===== src/rtl/promo_pkg.sv =====
package promo_pkg;

   typedef enum logic {
      CTL_IDLE = 1'b0,
      CTL_MISS = 1'b1
   } ctl_state_e;

   // threshold select: 0 -> 4, 1 -> 8, 2/3 -> 12
   function automatic logic [3:0] thr_decode(input logic [1:0] sel);
      logic [3:0] t;
      case (sel)
         2'd0:    t = 4'd4;
         2'd1:    t = 4'd8;
         default: t = 4'd12;
      endcase
      return t;
   endfunction

endpackage


===== src/rtl/promo_l1_array.sv =====
module promo_l1_array #(
   parameter int ADDR_W = 16,
   parameter int DATA_W = 32,
   parameter int SETS   = 8
) (
   input  logic              clk,
   input  logic              rst_n,
   input  logic [ADDR_W-1:0] lk_addr,
   output logic              lk_hit,
   output logic [DATA_W-1:0] lk_data,
   input  logic              wr_en,
   input  logic [ADDR_W-1:0] wr_addr,
   input  logic [DATA_W-1:0] wr_data
);
   localparam int IDX_W = $clog2(SETS);

   if (SETS < 2 || (1 << IDX_W) != SETS) begin : g_bad_sets
      $error("promo_l1_array: SETS must be a power of two of at least 2");
   end

   logic [SETS-1:0]   set_v;
   logic [ADDR_W-1:0] set_tag [SETS];
   logic [DATA_W-1:0] set_dat [SETS];

   logic [IDX_W-1:0] lk_idx, wr_idx;
   assign lk_idx = lk_addr[IDX_W-1:0];
   assign wr_idx = wr_addr[IDX_W-1:0];

   for (genvar s = 0; s < SETS; s++) begin : g_set
      always_ff @(posedge clk) begin
         if (!rst_n) begin
            set_v[s]   <= 1'b0;
            set_tag[s] <= '0;
            set_dat[s] <= '0;
         end else if (wr_en && wr_idx == IDX_W'(s)) begin
            set_v[s]   <= 1'b1;
            set_tag[s] <= wr_addr;
            set_dat[s] <= wr_data;
         end
      end
   end

   assign lk_hit  = set_v[lk_idx] && (set_tag[lk_idx] == lk_addr);
   assign lk_data = set_dat[lk_idx];


   wr_fill_chk: assert property (@(posedge clk) disable iff (!rst_n)
      wr_en |=> set_v[$past(wr_idx)] && set_tag[$past(wr_idx)] == $past(wr_addr));

endmodule


===== src/rtl/promo_buffer.sv =====
module promo_buffer #(
   parameter int ADDR_W  = 16,
   parameter int DATA_W  = 32,
   parameter int ENTRIES = 4,
   parameter int CNT_W   = 4
) (
   input  logic                        clk,
   input  logic                        rst_n,
   input  logic [ADDR_W-1:0]           lk_addr,
   output logic                        lk_hit,
   output logic [DATA_W-1:0]           lk_data,
   input  logic                        hit_inc,
   input  logic                        ins_en,
   input  logic [ADDR_W-1:0]           ins_addr,
   input  logic [DATA_W-1:0]           ins_data,
   input  logic [CNT_W-1:0]            thr,
   input  logic                        prom_act,
   input  logic [$clog2(ENTRIES)-1:0]  prom_idx,
   input  logic                        free_en,
   output logic                        cand_any,
   output logic [$clog2(ENTRIES)-1:0]  cand_idx,
   output logic [ADDR_W-1:0]           rd_addr,
   output logic [DATA_W-1:0]           rd_data
);
   localparam int IW = $clog2(ENTRIES);
   localparam logic [CNT_W-1:0] CNT_MAX = '1;

   if (ENTRIES < 2 || (1 << IW) != ENTRIES) begin : g_bad_entries
      $error("promo_buffer: ENTRIES must be a power of two of at least 2");
   end
   if (CNT_W < 4) begin : g_bad_cnt
      $error("promo_buffer: CNT_W must hold a threshold of 12");
   end

   logic [ENTRIES-1:0] ent_v;
   logic [ADDR_W-1:0]  ent_tag  [ENTRIES];
   logic [DATA_W-1:0]  ent_dat  [ENTRIES];
   logic [CNT_W-1:0]   ent_cnt  [ENTRIES];
   logic [IW-1:0]      ent_rank [ENTRIES];   // 0 = newest, higher = older

   logic [ENTRIES-1:0] hit_vec;
   logic [IW-1:0]      hit_idx;
   logic               free_any;
   logic [IW-1:0]      free_idx;
   logic               vic_any;
   logic [IW-1:0]      vic_idx;
   logic [IW-1:0]      ins_slot;

   for (genvar e = 0; e < ENTRIES; e++) begin : g_cmp
      assign hit_vec[e] = ent_v[e] && (ent_tag[e] == lk_addr);
   end

   always_comb begin
      hit_idx = '0;
      for (int j = 0; j < ENTRIES; j++)
         if (hit_vec[j]) hit_idx = IW'(j);
   end

   assign lk_hit  = |hit_vec;
   assign lk_data = ent_dat[hit_idx];
   assign rd_addr = ent_tag[prom_idx];
   assign rd_data = ent_dat[prom_idx];

   // first free slot
   always_comb begin
      free_any = 1'b0;
      free_idx = '0;
      for (int j = ENTRIES - 1; j >= 0; j--)
         if (!ent_v[j]) begin
            free_any = 1'b1;
            free_idx = IW'(j);
         end
   end

   // replacement choice: lowest count, then oldest; skip entry being written
   always_comb begin
      logic [CNT_W-1:0] best_cnt;
      logic [IW-1:0]    best_rank;
      vic_any   = 1'b0;
      vic_idx   = '0;
      best_cnt  = '0;
      best_rank = '0;
      for (int j = 0; j < ENTRIES; j++) begin
         if (ent_v[j] && !(prom_act && prom_idx == IW'(j))) begin
            if (!vic_any || ent_cnt[j] < best_cnt ||
                (ent_cnt[j] == best_cnt && ent_rank[j] > best_rank)) begin
               vic_any   = 1'b1;
               vic_idx   = IW'(j);
               best_cnt  = ent_cnt[j];
               best_rank = ent_rank[j];
            end
         end
      end
   end

   assign ins_slot = free_any ? free_idx : vic_idx;

   // promotion candidate: lowest index at or above threshold
   always_comb begin
      cand_any = 1'b0;
      cand_idx = '0;
      for (int j = ENTRIES - 1; j >= 0; j--)
         if (ent_v[j] && ent_cnt[j] >= thr) begin
            cand_any = 1'b1;
            cand_idx = IW'(j);
         end
   end

   for (genvar e = 0; e < ENTRIES; e++) begin : g_ent
      logic is_ins, is_free, is_hit;
      assign is_ins  = ins_en && ins_slot == IW'(e);
      assign is_free = free_en && prom_idx == IW'(e);
      assign is_hit  = hit_inc && hit_vec[e];

      always_ff @(posedge clk) begin
         if (!rst_n) begin
            ent_v[e]    <= 1'b0;
            ent_tag[e]  <= '0;
            ent_dat[e]  <= '0;
            ent_cnt[e]  <= '0;
            ent_rank[e] <= IW'(e);
         end else begin
            if (is_ins) begin
               ent_v[e]   <= 1'b1;
               ent_tag[e] <= ins_addr;
               ent_dat[e] <= ins_data;
               ent_cnt[e] <= '0;
            end else if (is_free) begin
               ent_v[e]   <= 1'b0;
               ent_cnt[e] <= '0;
            end else if (is_hit && ent_cnt[e] != CNT_MAX) begin
               ent_cnt[e] <= ent_cnt[e] + 1'b1;
            end
            if (ins_en) begin
               if (is_ins)
                  ent_rank[e] <= '0;
               else if (ent_rank[e] < ent_rank[ins_slot])
                  ent_rank[e] <= ent_rank[e] + 1'b1;
            end
         end
      end
   end


   single_match_chk: assert property (@(posedge clk) disable iff (!rst_n)
      $onehot0(hit_vec));


   no_evict_prom_chk: assert property (@(posedge clk) disable iff (!rst_n)
      (ins_en && !free_any && prom_act) |-> ins_slot != prom_idx);


   cnt_step_chk: assert property (@(posedge clk) disable iff (!rst_n)
      (hit_inc && lk_hit && !ins_en && !free_en && ent_cnt[hit_idx] != CNT_MAX)
      |=> ent_cnt[$past(hit_idx)] == $past(ent_cnt[hit_idx]) + 1'b1);

endmodule


===== src/rtl/nvm_icache_promo.sv =====
module nvm_icache_promo #(
   parameter int ADDR_W  = 16,
   parameter int DATA_W  = 32,
   parameter int L1_SETS = 8,
   parameter int ENTRIES = 4,
   parameter int CNT_W   = 4
) (
   input  logic              clk,
   input  logic              rst_n,
   input  logic [1:0]        thr_sel,
   input  logic              f_req,
   input  logic [ADDR_W-1:0] f_addr,
   output logic              f_gnt,
   output logic              f_ack,
   output logic [DATA_W-1:0] f_data,
   output logic              f_src_buf,
   output logic              l2_req,
   output logic [ADDR_W-1:0] l2_addr,
   input  logic              l2_vld,
   input  logic [DATA_W-1:0] l2_data,
   output logic              l1w_req,
   output logic [ADDR_W-1:0] l1w_addr,
   output logic [DATA_W-1:0] l1w_data,
   input  logic              l1w_busy
);
   import promo_pkg::*;

   localparam int IW = $clog2(ENTRIES);

   if (ADDR_W <= $clog2(L1_SETS)) begin : g_bad_addr
      $error("nvm_icache_promo: ADDR_W must exceed the set index width");
   end

   ctl_state_e        st_q;
   logic [ADDR_W-1:0] miss_addr_q;
   logic              prom_act_q;
   logic [IW-1:0]     prom_idx_q;

   logic              l1_hit, buf_hit;
   logic [DATA_W-1:0] l1_data, buf_data;
   logic              cand_any;
   logic [IW-1:0]     cand_idx;
   logic [ADDR_W-1:0] rd_addr;
   logic [DATA_W-1:0] rd_data;
   logic              look, hit_inc, ins_en, commit;
   logic [CNT_W-1:0]  thr;

   assign thr     = CNT_W'(thr_decode(thr_sel));
   assign look    = (st_q == CTL_IDLE) && f_req;
   assign hit_inc = look && !l1_hit && buf_hit;
   assign ins_en  = (st_q == CTL_MISS) && l2_vld;
   assign commit  = prom_act_q && !l1w_busy;

   promo_l1_array #(
      .ADDR_W(ADDR_W), .DATA_W(DATA_W), .SETS(L1_SETS)
   ) i_l1 (
      .clk(clk), .rst_n(rst_n),
      .lk_addr(f_addr), .lk_hit(l1_hit), .lk_data(l1_data),
      .wr_en(commit), .wr_addr(rd_addr), .wr_data(rd_data)
   );

   promo_buffer #(
      .ADDR_W(ADDR_W), .DATA_W(DATA_W), .ENTRIES(ENTRIES), .CNT_W(CNT_W)
   ) i_buf (
      .clk(clk), .rst_n(rst_n),
      .lk_addr(f_addr), .lk_hit(buf_hit), .lk_data(buf_data),
      .hit_inc(hit_inc),
      .ins_en(ins_en), .ins_addr(miss_addr_q), .ins_data(l2_data),
      .thr(thr),
      .prom_act(prom_act_q), .prom_idx(prom_idx_q), .free_en(commit),
      .cand_any(cand_any), .cand_idx(cand_idx),
      .rd_addr(rd_addr), .rd_data(rd_data)
   );

   // fetch / refill control
   always_ff @(posedge clk) begin
      if (!rst_n) begin
         st_q        <= CTL_IDLE;
         miss_addr_q <= '0;
         f_ack       <= 1'b0;
         f_data      <= '0;
         f_src_buf   <= 1'b0;
      end else begin
         f_ack <= 1'b0;
         case (st_q)
            CTL_IDLE: begin
               if (f_req) begin
                  if (l1_hit) begin
                     f_ack     <= 1'b1;
                     f_data    <= l1_data;
                     f_src_buf <= 1'b0;
                  end else if (buf_hit) begin
                     f_ack     <= 1'b1;
                     f_data    <= buf_data;
                     f_src_buf <= 1'b1;
                  end else begin
                     miss_addr_q <= f_addr;
                     st_q        <= CTL_MISS;
                  end
               end
            end
            CTL_MISS: begin
               if (l2_vld) begin
                  f_ack     <= 1'b1;
                  f_data    <= l2_data;
                  f_src_buf <= 1'b1;
                  st_q      <= CTL_IDLE;
               end
            end
            default: st_q <= CTL_IDLE;
         endcase
      end
   end

   // promotion engine
   always_ff @(posedge clk) begin
      if (!rst_n) begin
         prom_act_q <= 1'b0;
         prom_idx_q <= '0;
      end else if (commit) begin
         prom_act_q <= 1'b0;
      end else if (!prom_act_q && cand_any) begin
         prom_act_q <= 1'b1;
         prom_idx_q <= cand_idx;
      end
   end

   assign f_gnt    = (st_q == CTL_IDLE);
   assign l2_req   = (st_q == CTL_MISS);
   assign l2_addr  = miss_addr_q;
   assign l1w_req  = prom_act_q;
   assign l1w_addr = rd_addr;
   assign l1w_data = rd_data;


   refill_hold_chk: assert property (@(posedge clk) disable iff (!rst_n)
      (l2_req && !l2_vld) |=> l2_req && $stable(l2_addr));


   write_hold_chk: assert property (@(posedge clk) disable iff (!rst_n)
      (l1w_req && l1w_busy) |=> l1w_req && $stable(l1w_addr) && $stable(l1w_data));


   ack_refill_chk: assert property (@(posedge clk) disable iff (!rst_n)
      (l2_req && l2_vld) |=> f_ack && f_src_buf && !l2_req);


   gnt_excl_chk: assert property (@(posedge clk) disable iff (!rst_n)
      !(f_gnt && l2_req));

endmodule


===== config.mk =====
export PLATFORM = sky130hd
export DESIGN_NAME = nvm_icache_promo
export DESIGN_NICKNAME = d
export VERILOG_FILES = /design/src/rtl/promo_pkg.sv /design/src/rtl/promo_l1_array.sv /design/src/rtl/promo_buffer.sv /design/src/rtl/nvm_icache_promo.sv
export SDC_FILE = /design/constraint.sdc
export NUM_CORES = 1
export LEC_CHECK = 0
export ABC_CLOCK_PERIOD_IN_PS = 30800
export CORE_UTILIZATION = 35
export DETAILED_ROUTE_END_ITERATION = 10
export DONT_BUFFER_PORTS = 1
export GPL_ROUTABILITY_DRIVEN = 0
export PLACE_DENSITY = 0.46
export SLEW_MARGIN = 30
export SYNTH_ARGS = -nofsm -noshare
export SYNTH_HDL_FRONTEND = slang
export SYNTH_SLANG_ARGS = --single-unit

===== constraint.sdc =====
create_clock -name clk -period 30.8 [get_ports clk]
set_clock_uncertainty 0.15 [all_clocks]
set_input_delay 3.08 -clock clk [delete_from_list [all_inputs] [get_ports clk]]
set_output_delay 3.08 -clock clk [all_outputs]
set_load 0.01 [all_outputs]

## Word-level counts from Yosys, hierarchy flattened

Memory sizes are Yosys's and may differ from the RTL's. A register that Yosys moved wholly into a read port is not among the register bits.
Index checks and enable logic that the tools add are counted.

- Register bits: 66
- Memory bits (writable): 600
- Bits of input ports: 55
- Output and inout bits: 101
- Word-level logic and storage cells: 430
- Memories kept: 6

- Add/subtract/negate cells: 8
- $lt $le $gt $ge: 15
- Equal/unequal tests: 29
- Multiplexer cells: 225
- Bitwise logic cells: 49
- Reduce and logical (&&, ||, !) cells: 79

Memories:

| memory | depth | width | rd ports | clocked after memory_dff | wr ports | RTL line | RTL |
|---|---|---|---|---|---|---|---|
| i_l1.set_dat | 8 | 32 | 1 | 0 | 8 | promo_l1_array.sv:23 | `logic [DATA_W-1:0] set_dat [SETS];` |
| i_buf.ent_dat | 4 | 32 | 2 | 1 | 4 | promo_buffer.sv:37 | `logic [DATA_W-1:0] ent_dat [ENTRIES];` |
| i_l1.set_tag | 8 | 16 | 1 | 0 | 8 | promo_l1_array.sv:22 | `logic [ADDR_W-1:0] set_tag [SETS];` |
| i_buf.ent_tag | 4 | 16 | 5 | 1 | 4 | promo_buffer.sv:36 | `logic [ADDR_W-1:0] ent_tag [ENTRIES];` |
| i_buf.ent_cnt | 4 | 4 | 4 | 0 | 4 | promo_buffer.sv:38 | `logic [CNT_W-1:0] ent_cnt [ENTRIES];` |
| i_buf.ent_rank | 4 | 2 | 5 | 0 | 4 | promo_buffer.sv:39 | `logic [IW-1:0] ent_rank [ENTRIES];` |

Operators by type and width:

| operator | count |
|---|---|
| two-way mux 32 bit | 16 |
| two-way mux 16 bit | 12 |
| two-way mux 1 bit | 141 |
| == test 16 bit | 5 |
| two-way mux 4 bit | 17 |
| two-way mux 2 bit | 33 |
| case mux 32 bit (2 select lines) | 1 |
| logical AND 1 bit | 50 |
| OR 1 bit | 44 |
| adder 4 x 1 -> 4 bit (second input constant) | 4 |
| greater-or-equal comparator 4 bit | 4 |
| != test 4 bit (second input constant) | 4 |
| == test 3 bit (second input constant) | 4 |
| == test 4 bit | 3 |
| < comparator 4 bit | 3 |
| logical NOT 1 bit | 10 |
| adder 2 x 1 -> 2 bit (second input constant) | 4 |
| == test 2 bit (second input constant) | 4 |
| < comparator 2 bit | 4 |
| case mux 4 bit (2 select lines) | 1 |
| nonzero test 2 bit | 4 |
| == test 2 x 1 -> 1 bit (second input constant) | 3 |
| == test 3 x 2 -> 1 bit (second input constant) | 2 |
| greater-than comparator 2 bit | 3 |
| other kinds (15) | 29 |

## Depth between registers and ports, before layout

- Word-level depth: 29
- Gate-level depth with buffers: 29

## Cells and area by module

Synthesis repeated with hierarchy kept, for this count alone.

- Cell total of the unflattened synthesis: 2,446
- Area, all modules: 32,949.1 µm²

Modules (own cells, without submodules):

| module | instances | cells each | area each (µm²) | seq. area each (µm²) |
|---|---|---|---|---|
| promo_l1_array | 1 | 1,059 | 17,406.7 | 11,691.2 |
| promo_buffer | 1 | 1,095 | 12,675.9 | 6,566.3 |
| nvm_icache_promo | 1 | 292 | 2,866.5 | 1,081.0 |

## Worst setup path after synthesis

No wires, ideal clock.

- Path kind: register to register
- Start: register prom_idx_q[0]
- End: memory i_buf.ent_cnt[0][0], data pin
- Library setup time: 259 ps
- Data arrival time: 9,577 ps
- Required time: 30,391 ps
- Path slack: 20,814 ps
- Stages on the path, launching flop included: 27
- Buffers on the path: 1
- Cells stage by stage: dfxtp_1 buf_4 nand2b_1 nor2_1 nor2_1 nand2_1 ha_1 nand4_1 a221oi_1 a211oi_1 nor2_1 mux2_2 ha_1 and4_1 o2111ai_1 o21ai_0 o21ai_1 mux2_2 ha_1 and4_1 o2111a_1 a311o_1 a2bb2oi_1 a21oi_1 o21ai_0 nor4_1 and2_1

RTL lines:

| what | RTL line | RTL |
|---|---|---|
| start, declared | nvm_icache_promo.sv:37 | `logic [IW-1:0] prom_idx_q;` |
| start signal, assigned | nvm_icache_promo.sv:124 | `prom_idx_q <= cand_idx;` |
| end, declared | promo_buffer.sv:38 |  |

==> out/qor.json <==
{
  "grt_first_pass_wirelength_mm": 154,
  "finalNetCount": 2630,
  "firstDrtPassIters": 5,
  "netlist_cell_types": 78,
  "setup_repair_after_global_routing_missed_its_margin": "no",
  "io_pins": 156,
  "dr.first_iter.drc_count": 1785,
  "remaining_drc_errors": 0,
  "clock_path_buffers": 3,
  "hpwl_mm": 62.2,
  "intPower_w": 0.00157,
  "num-fill-cells": 8716,
  "drt-vias-per-instance": 5.66,
  "clock_edge_transition_at_the_registers_on_the_reported_setup_and_hold_paths_ps": 60,
  "power_share_of_the_clock_group_pct": 42.9,
  "yosys_register_bits": 668,
  "crit_arrival_ps": 9030,
  "dieHeight_um": 306,
  "setup_viol_count_final": 0,
  "antenna_cells": 0,
  "hold_path.class": "reg -> reg",
  "sw_frac_of_total_pct": 23.9,
  "cts_hold_repair.buffers": 0,
  "skew_pair_late_insertion_delay_ps": 640,
  "postSynthCellCount": 2615,
  "clock_tree.root_cell": "sky130_fd_sc_hd__clkbuf_16",
  "async_sr_flop_fraction_pct": 0,
  "tritoncts": "yes",
  "worst_setup_path_end_kind": "flop",
  "maxSlewHeadroom_pct": 33.9,
  "final-max-slew-violation-count": 0,
  "cts_repair_resized_insts": 0,
  "vias_in_the_first_global_route": 21900,
  "pwr-share-comb_pct": 6.8,
  "placement.io_buffers": 0,
  "fmaxAchievable_mhz": 112,
  "cap_violations": 0,
  "grt_start_max_net_pins": 114,
  "die-area_um2": 93700,
  "cts_inserted_buffers": 75,
  "overflow_left_after_global_routing": 0,
  "syn-cell-area_um2": 32400,
  "synth_edf_count": 600,
  "grt_util_all_layers_pct": 22.6,
  "area_used_by_multi_input_combinational_logic_um2": 12000,
  "post-route-period-util_pct": 28.9,
  "area_taken_by_flip_flops_and_latches_um2": 19400,
  "worst-slew-pin-transition_ps": 984,
  "initial_core_utilization_pct": 35.3,
  "min_period_ps": 8900,
  "ys_warn_count": 0,
  "timing_hold_violations_final": 0,
  "status": "finished clean",
  "htree_levels": 3,
  "ir_drop_worst_case_vdd_mv": 0.0393,
  "p_sw_w": 0.000493,
  "antenna_found_initial": 3,
  "synth_area_per_cell_um2": 12.4,
  "final_layout_size_suffix_gt1_share_pct": 14.0,
  "number_of_placement_rows": 111,
  "drtAntennaViolNets": 0,
  "seqPwrFrac_pct": 50.3,
  "post_cts.repair.setup_buffers": 0,
  "setup.worst_path.start_class": "flop",
  "design.core.area_um2": 91700,
  "ys.flop_type": "sky130_fd_sc_hd__edfxtp_1",
  "leakage_nw": 13.5,
  "setup_ws_ps": 21900,
  "required_ps": 30930,
  "detailroute.via_count": 21500,
  "area_growth_pct": 11.6,
  "die_width_um": 306,
  "fin_setup_tns_ps": 0,
  "critPathKind": "reg -> reg",
  "wl_per_cell_um": 28.2,
  "power_per_cell_area_nw_per_um2": 57.1,
  "crit_fanout": 31,
  "cts_num_sinks": 668,
  "preCtsSetupSlack_ps": 21980,
  "synth.yosys.seq_area_share_pct": 59.9,
  "routed_wire_length_mm": 107
}
==> cell usage in the layout (no fill, tap or decap), types with 17 or more instances in the layout <==
master	synthesis	layout
sky130_fd_sc_hd__and2_1	43	43
sky130_fd_sc_hd__a41o_1	32	32
sky130_fd_sc_hd__buf_4	3	43
sky130_fd_sc_hd__a21oi_1	27	26
sky130_fd_sc_hd__mux4_2	93	93
sky130_fd_sc_hd__edfxtp_1	600	600
sky130_fd_sc_hd__nand3_1	20	18
sky130_fd_sc_hd__xnor2_1	57	57
sky130_fd_sc_hd__inv_1	117	116
sky130_fd_sc_hd__ha_1	34	34
sky130_fd_sc_hd__nand2_1	135	135
sky130_fd_sc_hd__and3_1	195	195
sky130_fd_sc_hd__clkbuf_1	144	29
sky130_fd_sc_hd__mux2_2	53	53
sky130_fd_sc_hd__o32ai_1	28	28
sky130_fd_sc_hd__o21ai_1	48	30
sky130_fd_sc_hd__o21ai_2	0	17
sky130_fd_sc_hd__a211o_1	33	33
sky130_fd_sc_hd__dfxtp_1	68	65
sky130_fd_sc_hd__xor2_1	31	31
sky130_fd_sc_hd__a2111oi_0	34	28
sky130_fd_sc_hd__nor2_1	456	455
sky130_fd_sc_hd__clkbuf_16	0	78
sky130_fd_sc_hd__nand4_1	28	28
sky130_fd_sc_hd__o31ai_1	20	20
sky130_fd_sc_hd__mux2i_1	91	91
==> power groups by stage <==
stage	combinational (W)	clock (W)	sequential (W)
floorplan	0.0000996	0	0.00105
global placement	0.000139	0	0.00106
detailed placement	0.000141	0	0.00106
CTS	0.000141	0.000902	0.00104
global route	0.000150	0.000930	0.00104
finish	0.000140	0.000886	0.00104
==> logic make-up after synthesis <==
kind of cell	count (synthesis)	share of synthesized area (%)
AO/OA/AOI/OAI	304	7.31
XOR/XNOR	88	2.38
adder cells (fa/ha/maj)	37	1.41
buffers and inverters	331	4.13
flip-flops	668	59.9
multiplexers	237	11.1
other	1	0.0116
AND/OR/NAND/NOR	949	13.8
==> through the flow <==
stage          power (W)  hold slack [ps]  utilization (%)  instance area [um^2]  std cells
2_1_floorplan    0.00115              268                -                 32400       2626
3_3_place_gp     0.00120              277             36.6                 33600       3645
6_report         0.00207              293             39.4                 36100       3787
5_1_grt          0.00212              316             39.4                 36100       3787
4_1_cts          0.00208              293             39.3                 36100       3785
3_5_place_dp     0.00120              284             36.7                 33700       3648
==> critical path, cell delays in order (launching register included) <==
cell                        delay, ps
sky130_fd_sc_hd__dfxtp_1          620
sky130_fd_sc_hd__nand2b_1         180
sky130_fd_sc_hd__o21ai_0          320
sky130_fd_sc_hd__nor2_1           110
sky130_fd_sc_hd__ha_1             300
sky130_fd_sc_hd__nand4_1          120
sky130_fd_sc_hd__a221oi_1         230
sky130_fd_sc_hd__a211oi_1         140
sky130_fd_sc_hd__nor2_1           540
sky130_fd_sc_hd__mux2_2           430
sky130_fd_sc_hd__ha_1             270
sky130_fd_sc_hd__and4_1           190
sky130_fd_sc_hd__o2111ai_1        160
sky130_fd_sc_hd__o21ai_0          180
sky130_fd_sc_hd__o21ai_1          540
sky130_fd_sc_hd__mux2_2           420
sky130_fd_sc_hd__ha_1             290
sky130_fd_sc_hd__and4_1           210
sky130_fd_sc_hd__o2111a_1         150
sky130_fd_sc_hd__a311o_1          400
sky130_fd_sc_hd__a2bb2oi_1        510
sky130_fd_sc_hd__a21oi_1          350
sky130_fd_sc_hd__o21ai_4          740
sky130_fd_sc_hd__buf_4            620
sky130_fd_sc_hd__nor2_1           100
sky130_fd_sc_hd__o21ai_0          240
==> synth_stat cells, drive strengths merged, types with 5 or more instances <==
master     n  area share (%)
a2111oi   36             1.0
a211o     33            0.89
a21oi     27            0.42
a41o      32            0.99
and2      44            0.85
and3     195             3.8
buf       66             1.0
clkbuf   146             1.7
dfxtp     68             4.2
edfxtp   600              56
ha        34             1.3
inv      118             1.4
mux2      53             1.8
mux2i     91             2.8
mux4      93             6.5
nand2    135             1.6
nand2b     9            0.17
nand3     20            0.31
nand4     28            0.54
nor2     456             5.3
nor2b     10            0.19
nor3      14            0.22
nor4      13            0.29
o21ai     73             1.1
o31ai     20            0.46
o32ai     36             1.2
or3        7            0.14
or4        5            0.12
xnor2     57             1.5
xor2      31            0.84
==> final cells by class <==
type,instances,area share [%]
sequential,668,53.6
multi-input combinational,1627,33.2
clock buffer,110,5.82
tap,1186,4.11
inverter,119,1.24
timing repair buffer,50,1.21
clock inverter,27,0.775
==> path summary, 6_finish.rpt <==
kind,from,endpoint,slack [ps],cells after the start
worst max-delay path,l1w_req,i_buf.ent_cnt[0][1],21900,25
worst min register to register,i_l1.set_v[3],i_l1.set_v[3],290,2
worst min-delay path,i_l1.set_v[3],i_l1.set_v[3],290,2
worst max register to register,l1w_req,i_buf.ent_cnt[0][1],21900,25
==> sequential cells by signal (all words and copies together) (netlist names), named ones only <==
signal          flops
f_ack               1
f_data             32
f_src_buf           1
i_buf.ent_cnt      16
i_buf.ent_dat     128
i_buf.ent_rank      8
i_buf.ent_tag      64
i_buf.ent_v         4
i_l1.set_dat      256
i_l1.set_tag      128
i_l1.set_v          8
l1w_req             1
l2_addr            16
l2_req              1
prom_idx_q          2
==> routing by layer <==
layer  part of all wire [%]  global-route usage [%]
met5                  0.012                       0
met2                     49                    38.7
met4                    2.4                    6.17
met1                     42                    29.4
met3                    6.7                    4.00
Note: power is estimated with default switching activity, not from simulation.
